[src/rtl/ovt_pkg.sv]
package ovt_pkg;
  localparam int unsigned N_SRC = 3;
  localparam int unsigned SRC_WRAP = 0;
  localparam int unsigned SRC_CMP = 1;
  localparam int unsigned SRC_THR = 2;
  localparam logic [3:0] ADR_CNT0 = 4'd0;
  localparam logic [3:0] ADR_CNT1 = 4'd1;
  localparam logic [3:0] ADR_CNT2 = 4'd2;
  localparam logic [3:0] ADR_CAPL = 4'd3;
  localparam logic [3:0] ADR_CAPH = 4'd4;
  localparam logic [3:0] ADR_THR0 = 4'd5;
  localparam logic [3:0] ADR_THR1 = 4'd6;
  localparam logic [3:0] ADR_THR2 = 4'd7;
  localparam logic [3:0] ADR_FLAG = 4'd8;
endpackage

[src/rtl/ovt_edge_sync.sv]
module ovt_edge_sync #(
  parameter int unsigned SYNC_N = 2
) (
  input  logic clk,
  input  logic rst_n,
  input  logic din,
  output logic rise
);
  logic [SYNC_N:0] sh_q;
  logic [SYNC_N:0] sh_d;

  // stage 0 samples the raw input; the last stage is the edge reference
  always_comb begin
    sh_d = {sh_q[SYNC_N-1:0], din};
  end

  always_ff @(posedge clk or negedge rst_n) begin
    if (!rst_n) sh_q <= '0;
    else        sh_q <= sh_d;
  end

  assign rise = sh_q[SYNC_N-1] & ~sh_q[SYNC_N];
endmodule

[src/rtl/ovt_count_unit.sv]
module ovt_count_unit #(
  parameter int unsigned CNT_W = 20
) (
  input  logic             clk,
  input  logic             rst_n,
  input  logic             inc,
  input  logic             sh_we0,
  input  logic             sh_we1,
  input  logic             commit,
  input  logic             rd_lo,
  input  logic [7:0]       wdata,
  output logic [CNT_W-1:0] cnt,
  output logic [CNT_W-9:0] hi_frz
);
  localparam int unsigned HI_W  = CNT_W - 8;
  localparam int unsigned TOP_W = CNT_W - 16;

  logic [CNT_W-1:0] cnt_q, cnt_d;
  logic             cnt_en;
  logic [7:0]       sh0_q, sh1_q;
  logic [HI_W-1:0]  frz_q, frz_d;

  // a commit outranks an increment in the same cycle
  always_comb begin
    cnt_en = commit | inc;
    if (commit)            cnt_d = {wdata[TOP_W-1:0], sh1_q, sh0_q};
    else if (cnt_q == '1)  cnt_d = '0;
    else                   cnt_d = cnt_q + 1'b1;
    frz_d = cnt_q[CNT_W-1:8];
  end

  always_ff @(posedge clk or negedge rst_n) begin
    if (!rst_n) begin
      cnt_q <= '0;
      sh0_q <= '0;
      sh1_q <= '0;
      frz_q <= '0;
    end else begin
      if (cnt_en) cnt_q <= cnt_d;
      if (sh_we0) sh0_q <= wdata;
      if (sh_we1) sh1_q <= wdata;
      if (rd_lo)  frz_q <= frz_d;
    end
  end

  assign cnt    = cnt_q;
  assign hi_frz = frz_q;
endmodule

[src/rtl/ovt_thresh_unit.sv]
module ovt_thresh_unit #(
  parameter int unsigned CNT_W = 20
) (
  input  logic             clk,
  input  logic             rst_n,
  input  logic             we0,
  input  logic             we1,
  input  logic             we2,
  input  logic [7:0]       wbyte,
  input  logic             cap_stb,
  input  logic [CNT_W-1:0] cnt,
  output logic [CNT_W-1:0] thr,
  output logic [2:0]       mask,
  output logic             thr_evt
);
  localparam int unsigned TOP_W = CNT_W - 16;

  logic [CNT_W-1:0] thr_q, thr_d;
  logic             thr_en;
  logic [2:0]       msk_q, msk_d;
  logic             msk_en;
  logic             ge_now, ge_q;

  always_comb begin
    thr_d = thr_q;
    if (we0) thr_d[7:0]        = wbyte;
    if (we1) thr_d[15:8]       = wbyte;
    if (we2) thr_d[CNT_W-1:16] = wbyte[TOP_W-1:0];
    if (cap_stb) thr_d = cnt;
    thr_en = we0 | we1 | we2 | cap_stb;
    // a capture blocks the mask update of a coinciding top-byte write
    msk_en = we2 & ~cap_stb;
    msk_d  = wbyte[7:5];
    ge_now = (cnt >= thr_q);
  end

  always_ff @(posedge clk or negedge rst_n) begin
    if (!rst_n) begin
      thr_q <= '1;
      msk_q <= '0;
      ge_q  <= 1'b0;
    end else begin
      if (thr_en) thr_q <= thr_d;
      if (msk_en) msk_q <= msk_d;
      ge_q <= ge_now;
    end
  end

  assign thr     = thr_q;
  assign mask    = msk_q;
  assign thr_evt = ge_now & ~ge_q;
endmodule

[src/rtl/ovt_flag_unit.sv]
module ovt_flag_unit #(
  parameter int unsigned NS = 3
) (
  input  logic          clk,
  input  logic          rst_n,
  input  logic [NS-1:0] evt,
  input  logic          clr_we,
  input  logic [NS-1:0] clr_bits,
  input  logic [NS-1:0] mask,
  output logic [NS-1:0] flags,
  output logic [NS-1:0] irq
);
  logic [NS-1:0] flg_q, flg_d, clr;

  always_comb begin
    clr   = clr_we ? clr_bits : '0;
    flg_d = (flg_q & ~clr) | evt;
  end

  always_ff @(posedge clk or negedge rst_n) begin
    if (!rst_n) flg_q <= '0;
    else        flg_q <= flg_d;
  end

  genvar gi;
  generate
    for (gi = 0; gi < NS; gi++) begin : g_irq
      assign irq[gi] = flg_q[gi] & mask[gi];
    end
  endgenerate

  assign flags = flg_q;
endmodule

[src/rtl/ovf_capture_timer.sv]
module ovf_capture_timer
  import ovt_pkg::*;
#(
  parameter int unsigned CNT_W  = 20,
  parameter int unsigned TMR_W  = 16,
  parameter int unsigned SYNC_N = 2
) (
  input  logic             clk,
  input  logic             rst_n,
  input  logic [TMR_W-1:0] tmr_value,
  input  logic             tmr_wrap,
  input  logic             tmr_cmp,
  input  logic             cnt_wr_allow,
  input  logic             frame_start,
  input  logic [3:0]       bus_addr,
  input  logic             bus_wr,
  input  logic             bus_rd,
  input  logic [7:0]       bus_wdata,
  output logic [7:0]       bus_rdata,
  output logic [N_SRC-1:0] int_flags,
  output logic [N_SRC-1:0] irq_req,
  output logic             dma_cmp,
  output logic             dma_ovf
);
  localparam int unsigned HI_W = CNT_W - 8;

  logic [1:0]       rst_pipe;
  logic             rst_int_n;
  logic             cap_stb;
  logic [CNT_W-1:0] cnt_q;
  logic [HI_W-1:0]  hi_frz;
  logic [CNT_W-1:0] thr;
  logic [2:0]       mask;
  logic             thr_evt;
  logic [TMR_W-1:0] cap_q;
  logic [15:0]      cap_ext;
  logic [N_SRC-1:0] evt;
  logic             dcmp_q, dovf_q;
  logic             we_c0, we_c1, commit, rd_lo;
  logic             we_t0, we_t1, we_t2, we_f;

  // reset asserts at once and releases on a clock edge
  always_ff @(posedge clk or negedge rst_n) begin
    if (!rst_n) rst_pipe <= '0;
    else        rst_pipe <= {rst_pipe[0], 1'b1};
  end
  assign rst_int_n = rst_pipe[1];

  always_comb begin
    we_c0  = bus_wr && (bus_addr == ADR_CNT0);
    we_c1  = bus_wr && (bus_addr == ADR_CNT1);
    commit = bus_wr && (bus_addr == ADR_CNT2) && cnt_wr_allow;
    rd_lo  = bus_rd && (bus_addr == ADR_CNT0);
    we_t0  = bus_wr && (bus_addr == ADR_THR0);
    we_t1  = bus_wr && (bus_addr == ADR_THR1);
    we_t2  = bus_wr && (bus_addr == ADR_THR2);
    we_f   = bus_wr && (bus_addr == ADR_FLAG);
  end

  ovt_edge_sync #(.SYNC_N(SYNC_N)) u_sync (
    .clk(clk), .rst_n(rst_int_n), .din(frame_start), .rise(cap_stb)
  );

  ovt_count_unit #(.CNT_W(CNT_W)) u_cnt (
    .clk(clk), .rst_n(rst_int_n), .inc(tmr_wrap), .sh_we0(we_c0),
    .sh_we1(we_c1), .commit(commit), .rd_lo(rd_lo), .wdata(bus_wdata),
    .cnt(cnt_q), .hi_frz(hi_frz)
  );

  ovt_thresh_unit #(.CNT_W(CNT_W)) u_thr (
    .clk(clk), .rst_n(rst_int_n), .we0(we_t0), .we1(we_t1), .we2(we_t2),
    .wbyte(bus_wdata), .cap_stb(cap_stb), .cnt(cnt_q), .thr(thr),
    .mask(mask), .thr_evt(thr_evt)
  );

  always_comb begin
    evt = '0;
    evt[SRC_WRAP] = tmr_wrap;
    evt[SRC_CMP]  = tmr_cmp;
    evt[SRC_THR]  = thr_evt;
  end

  ovt_flag_unit #(.NS(N_SRC)) u_flg (
    .clk(clk), .rst_n(rst_int_n), .evt(evt), .clr_we(we_f),
    .clr_bits(bus_wdata[N_SRC-1:0]), .mask(mask), .flags(int_flags),
    .irq(irq_req)
  );

  always_ff @(posedge clk or negedge rst_int_n) begin
    if (!rst_int_n) begin
      cap_q  <= '0;
      dcmp_q <= 1'b0;
      dovf_q <= 1'b0;
    end else begin
      if (cap_stb) cap_q <= tmr_value;
      dcmp_q <= tmr_cmp;
      dovf_q <= tmr_wrap;
    end
  end
  assign dma_cmp = dcmp_q;
  assign dma_ovf = dovf_q;
  assign cap_ext = 16'(cap_q);

  always_comb begin
    case (bus_addr)
      ADR_CNT0: bus_rdata = cnt_q[7:0];
      ADR_CNT1: bus_rdata = hi_frz[7:0];
      ADR_CNT2: bus_rdata = 8'(hi_frz[HI_W-1:8]);
      ADR_CAPL: bus_rdata = cap_ext[7:0];
      ADR_CAPH: bus_rdata = cap_ext[15:8];
      ADR_THR0: bus_rdata = thr[7:0];
      ADR_THR1: bus_rdata = thr[15:8];
      ADR_THR2: bus_rdata = {mask, 1'b0, 4'(thr[CNT_W-1:16])};
      ADR_FLAG: bus_rdata = 8'(int_flags);
      default:  bus_rdata = 8'h00;
    endcase
  end
endmodule

[config.mk]
export PLATFORM = sky130hd
export DESIGN_NAME = ovf_capture_timer
export DESIGN_NICKNAME = d
export VERILOG_FILES = /design/src/rtl/ovt_pkg.sv /design/src/rtl/ovt_edge_sync.sv /design/src/rtl/ovt_count_unit.sv /design/src/rtl/ovt_thresh_unit.sv /design/src/rtl/ovt_flag_unit.sv /design/src/rtl/ovf_capture_timer.sv
export SDC_FILE = /design/constraint.sdc
export NUM_CORES = 1
export LEC_CHECK = 0
export ABC_AREA = 1
export ABC_CLOCK_PERIOD_IN_PS = 3950
export BUFFER_PORTS_ARGS = -buffer_cell sky130_fd_sc_hd__buf_2
export CAP_MARGIN = 15
export CORE_ASPECT_RATIO = 1.4
export CORE_MARGIN = 5
export CORE_UTILIZATION = 45
export CTS_BUF_LIST = sky130_fd_sc_hd__clkbuf_4 sky130_fd_sc_hd__clkbuf_8
export DETAILED_ROUTE_END_ITERATION = 10
export MAX_ROUTING_LAYER = met4
export SYNTH_ARGS = -nofsm -noshare
export SYNTH_HDL_FRONTEND = slang
export SYNTH_SLANG_ARGS = --single-unit
export TNS_END_PERCENT = 10
[constraint.sdc]
create_clock -name clk -period 3.95 [get_ports clk]
set_clock_uncertainty 0.1 [all_clocks]
set_input_delay 0.79 -clock clk [delete_from_list [all_inputs] [get_ports clk]]
set_output_delay 0.79 -clock clk [all_outputs]
set_load 0.02 [all_outputs]
==> results of run 1 <==
## how the worst max path moves through the flow
stage                         endpoint   startpoint  slack (ns)  cells past startpoint
after global placement    bus_rdata[6]  bus_addr[2]        1.13                      8
after global routing      bus_rdata[6]  bus_addr[2]        1.01                     10
after floorplan             cap_ext[0]  rst_pipe[1]        0.95                      0
after detailed placement  bus_rdata[2]  bus_addr[1]        1.10                      9
after CTS                 bus_rdata[2]  bus_addr[1]        1.09                      9
final                     bus_rdata[0]  bus_addr[1]        1.02                      7
## metrics by stage
stage	std cells	setup slack (ns)	hold WS [ns]
3_3_place_gp	866	1.13	0.235
4_1_cts	882	1.09	0.0624
5_1_grt	882	1.01	0.0576
3_5_place_dp	866	1.10	0.238
6_report	882	1.02	0.0746
2_1_floorplan	680	0.953	0.231
## worst register-to-register path: stages, from the launching register on
cell	delay [ns]
dfrtp_1	0.49
ha_1	0.21
nand2_1	0.10
nor2_4	0.24
nand3_2	0.14
nor2_2	0.17
nand2_1	0.08
nand2_2	0.25
inv_2	0.17
nand2_1	0.10
nand3_1	0.07
## flip-flops by register name, summed over array words and instances (netlist names)
| name | cells |
|---|---|
| dma_ovf | 1 |
| u_cnt.cnt | 20 |
| dma_cmp | 1 |
| u_thr.ge_q | 1 |
| u_cnt.hi_frz | 12 |
| u_sync.sh_q | 3 |
| u_cnt.sh0_q | 8 |
| u_thr.thr | 20 |
| u_thr.mask | 3 |
| u_flg.flags | 3 |
| cap_ext | 16 |
| rst_pipe | 2 |
| u_cnt.sh1_q | 8 |
## per-layer routing
metal  part of all wire  GRT usage  wire length [um]
met1               0.42      0.333              7070
met2               0.48      0.391              8080
met3              0.056     0.0297               945
met4              0.049      0.127               829
met5                  0          -                 0
## cells in the final DEF (no fill, tap or decap), types with 5 or more instances in the layout
master	count
nand4_1	7
a22oi_1	14
o21ai_1	16
a21oi_1	16
dfrtp_1	77
inv_2	8
ha_1	21
dfstp_2	20
nand3_1	25
inv_1	92
xor2_1	7
nor2_1	29
nor2_4	5
nand2_1	208
buf_2	51
o21bai_1	13
nor2_2	7
o21ai_0	59
o22ai_1	11
clkbuf_8	9
## report_power, final
group | switching (mW) | internal (mW)
Combinational | 0.477 | 0.278
Sequential | 0.220 | 1.22
Clock | 0.373 | 0.421
## kinds of logic (layout without fill, tap and decap cells)
group	count (synthesis)	in the layout
AO/OA/AOI/OAI	143	143
other	1	1
adder cells (fa/ha/maj)	21	21
AND/OR/NAND/NOR	294	294
XOR/XNOR	8	8
buffers and inverters	115	170
flip-flops	98	98
## area by class of cell
| class | count | area (um2) |
|---|---|---|
| Clock inverter | 7 | 116 |
| Inverter | 100 | 375 |
| Multi-Input combinational cell | 467 | 2420 |
| Tap cell | 147 | 184 |
| Clock buffer | 9 | 124 |
| Sequential cell | 98 | 2480 |
| Timing Repair Buffer | 54 | 278 |
| Fill cell | 1180 | 5780 |
==> flow_summary.ini, run 1 <==
[final_layout]
fin_nets = 787
layout-drive-gt1-share = 0.163
area_growth_pct = 11.8
insertedDiodeCount = 0
fin_area_um2 = 5980
final_core_util = 0.509

[logic_synthesis]
syn_area_per_cell_um2 = 7.87
synthArstFlopShare = 1.00
synth_compound_area_frac = 0.157
synth_top_area_cell = dfrtp_1
muxShareOfSynthArea = 0
synth_cell_types = 36
syn_nets = 737
synth_warnings = 0
synthSimpleGateAreaFrac = 0.232
synth_top_area_frac = 0.365
synth_area_um2 = 5350
synth_top_family_by_area = simple AND/OR/NAND/NOR gates
synth-adder-area-share = 0.0491
netlist_instances = 680
synth-edff-count = 0
synth-seq-area-share = 0.463
synth_top_cells_by_area = dfrtp_1, nand2_1, dfstp_2
synth.top_cells.by_count = nand2_1, inv_1, dfrtp_1
ys_seq_elements = 98
synthFlopType = dfrtp_1
yosysMostFrequentCell = nand2_1
synth_xor_area_frac = 0.0131

[global_route]
grt_pass1_wl_um = 26500
track_usage = 0.255
grt_max_degree = 52
grt-ovfl-total = 0
antenna_found_initial = 0
grt_pass1_vias = 4740

[critical_path]
arrival_ns = 2.04
reg2reg_from = u_cnt.cnt[1]
cp_slowest_cell = o21ai_0
r2r-end = u_cnt.cnt[17]
worstSetupStartpointType = input port
crit_fanout = 6
timing.reg2reg.setup_slack_ns = 1.72
critical_path.top_delay_family = simple AND/OR/NAND/NOR gates
crit_chain = buf_2 > nor2_2 > nand2_1 > o21ai_0 > nor3_1 > nand2_1 > buf_2
cp_data_required_time_ns = 3.06
critPathBufInv = 2
cp-end-kind = output port
slowest_delay_ns = 0.34
setup.worst_path.class = input port to output port
worstRegToRegCells = 10

[place]
portBuffers = 51
routabilityCongestion = 0.965
postPlaceCellArea_um2 = 5740
post-dp-hpwl_um = 13100

[floorplan]
start_util = 0.455
die_w_um = 102
coreArea_um2 = 11800
core.rowCount = 47
pin_count = 52
chipHeight_um = 139
dieArea_um2 = 14200

[timing]
timing.final.crit_share = 0.741
fin_setup_tns_ns = 0
setup_viol = 0
timing.slew.headroom = 0.570
slew_violations = 0
worst_slew_pin_slew_ns = 0.640
hold_viol = 0
fin_crit_ns = 2.93
fmax_ghz = 0.342
rsz0062_at_grt = no

[routing]
vias_per_cell = 5.38
dr.pass1.iters = 5
ant_nets = 0
drt-total-wl_um = 16900
route.detailed.drc = 0
via_count = 4741
drtIter0Drc = 382
wl_per_cell_um = 19.2

[clock_tree]
clk_latency_ns = 0.38
clk_pin_slew_worst_paths_ns = 0.09
cts_hold_buf = 0
cts_root_buf = clkbuf_8
clock_path_buffers = 2
post-cts-setup-buffers = 0
clock_sinks = 98
cts_tree = built
cts_resized = 0
htreeDepth = 3
cts_made_buffers = 9

[hold_path]
hp-class = input port to async pin

[status]
status = complete, no violations

[job]
drv_cap = 0

[power_and_ir_drop]
ir_worst_vdd_mv = 0.202
p_leak_nw = 2.92
total_power_mw = 2.99
p_per_area_nw_per_um2 = 500
No activity file was read; power rests on OpenSTA's default activity.
==> run 2, diff against run 1 <==
- ABC_CLOCK_PERIOD_IN_PS: 3950 -> 2800
- clock period: 3.95 -> 2.8 ns (I/O delays scaled with it)
==> flow_summary.ini, run 2 (synthesis gave the netlist of run 1 again) <==
[status]
status = complete, no violations

[floorplan]
coreArea_um2 = 11800
core.rowCount = 47
die_w_um = 102
pin_count = 52
dieArea_um2 = 14200
start_util = 0.455
chipHeight_um = 139

[clock_tree]
htreeDepth = 3
cts_hold_buf = 1
cts_tree = built
post-cts-setup-buffers = 0
clk_pin_slew_worst_paths_ns = 0.10
clock_sinks = 98
cts_root_buf = clkbuf_8
clock_path_buffers = 2
cts_resized = 0
cts_made_buffers = 9
clk_latency_ns = 0.39

[final_layout]
area_growth_pct = 11.7
final_core_util = 0.509
seq_area_um2 = 2480
final_cell_mix = nand2_1, inv_1, dfrtp_1
final_common_cell = nand2_1
layout-drive-gt1-share = 0.165
insertedDiodeCount = 0
nFillCells = 1179
fin_nets = 790
multi_input_area_um2 = 2420

[critical_path]
cp_data_required_time_ns = 2.14
cp-end-kind = output port
critical_path.top_delay_family = compound AO/OA/AOI/OAI gates
cpMostUsedCell = buf_2
crit_chain = buf_2 > inv_2 > nor2_4 > nand2_1 > o22ai_1 > a21oi_1 > o211ai_1 > buf_2
setup.worst_path.class = input port to output port
arrival_ns = 1.76
critPathLaunch = bus_addr[2]
reg2reg_from = u_cnt.cnt[1]
critPathBufInv = 3
timing.reg2reg.setup_slack_ns = 0.61
worstSetupStartpointType = input port
cp_slowest_cell = nand2_1
crit_fanout = 8
slowest_delay_ns = 0.24

[timing]
hold_viol = 0
slew_violations = 0
timing.slew.headroom = 0.564
worst_slew_pin_slew_ns = 0.649
fin_setup_tns_ns = 0
timing.final.crit_share = 0.865
fmax_ghz = 0.413
layout_setup_ws_ns = 0.378
setup_viol = 0
fin_crit_ns = 2.42
rsz0062_at_grt = no

[routing]
wl_per_cell_um = 19.2
dr.pass1.iters = 5
drt-total-wl_um = 17000
drtIter0Drc = 364
route.detailed.drc = 0
ant_nets = 0
via_count = 4815
vias_per_cell = 5.44

[power_and_ir_drop]
ir_worst_vdd_mv = 0.299
p_leak_nw = 2.91
p_per_area_nw_per_um2 = 681

[hold_path]
hp-class = input port to register
min_from = frame_start

[global_route]
track_usage = 0.253
grt_pass1_vias = 4717
antenna_found_initial = 0
grt-ovfl-total = 0
grt_max_degree = 52
grt_pass1_wl_um = 26100

[place]
post-place-ws_ns = 0.393
portBuffers = 51
post-dp-hpwl_um = 13300
routabilityCongestion = 0.966

[job]
drv_cap = 0
==> run 2: power by group <==
part           switching, mW  internal, mW
sequential             0.301          1.73
clock                  0.542         0.419
combinational          0.680         0.403
==> run 2: layer usage <==
metal | global-route usage | vias up | routed length, um
met3 | 0.0342 | 37 | 988
met4 | 0.106 | 0 | 659
li1 | - | 2308 | -
met1 | 0.318 | 2278 | 6900
met2 | 0.407 | 192 | 8490
met5 | - | - | 0
==> run 2: metrics by stage <==
stage | total power, mW | hold WS (ns) | cell area, um2 | instances
floorplan | 2.70 | 0.164 | 5360 | 680
global placement | 3.10 | 0.236 | 5770 | 868
detailed placement | 3.13 | 0.241 | 5770 | 868
CTS | 4.09 | 0.163 | 5980 | 885
global route | 4.34 | 0.153 | 5980 | 885
finish | 4.07 | 0.172 | 5980 | 885
==> run 2: layout make-up <==
type,count,share of cell area
flip-flops and latches,98,0.415
multi-input cells,467,0.405
repair buffers,57,0.0527
clock inverters,7,0.0128
well taps,147,0.0308
inverters,100,0.0628
clock buffers,9,0.0207
==> run 2: path summary, 6_finish.rpt <==
kind	end	cells past startpoint
max	bus_rdata[7]	8
min	u_sync.sh_q[0]	1
max reg2reg	u_cnt.cnt[18]	10
min reg2reg	u_flg.flags[1]	0
max in group asynchronous	u_thr.thr[16]	1
min in group asynchronous	u_flg.flags[1]	0
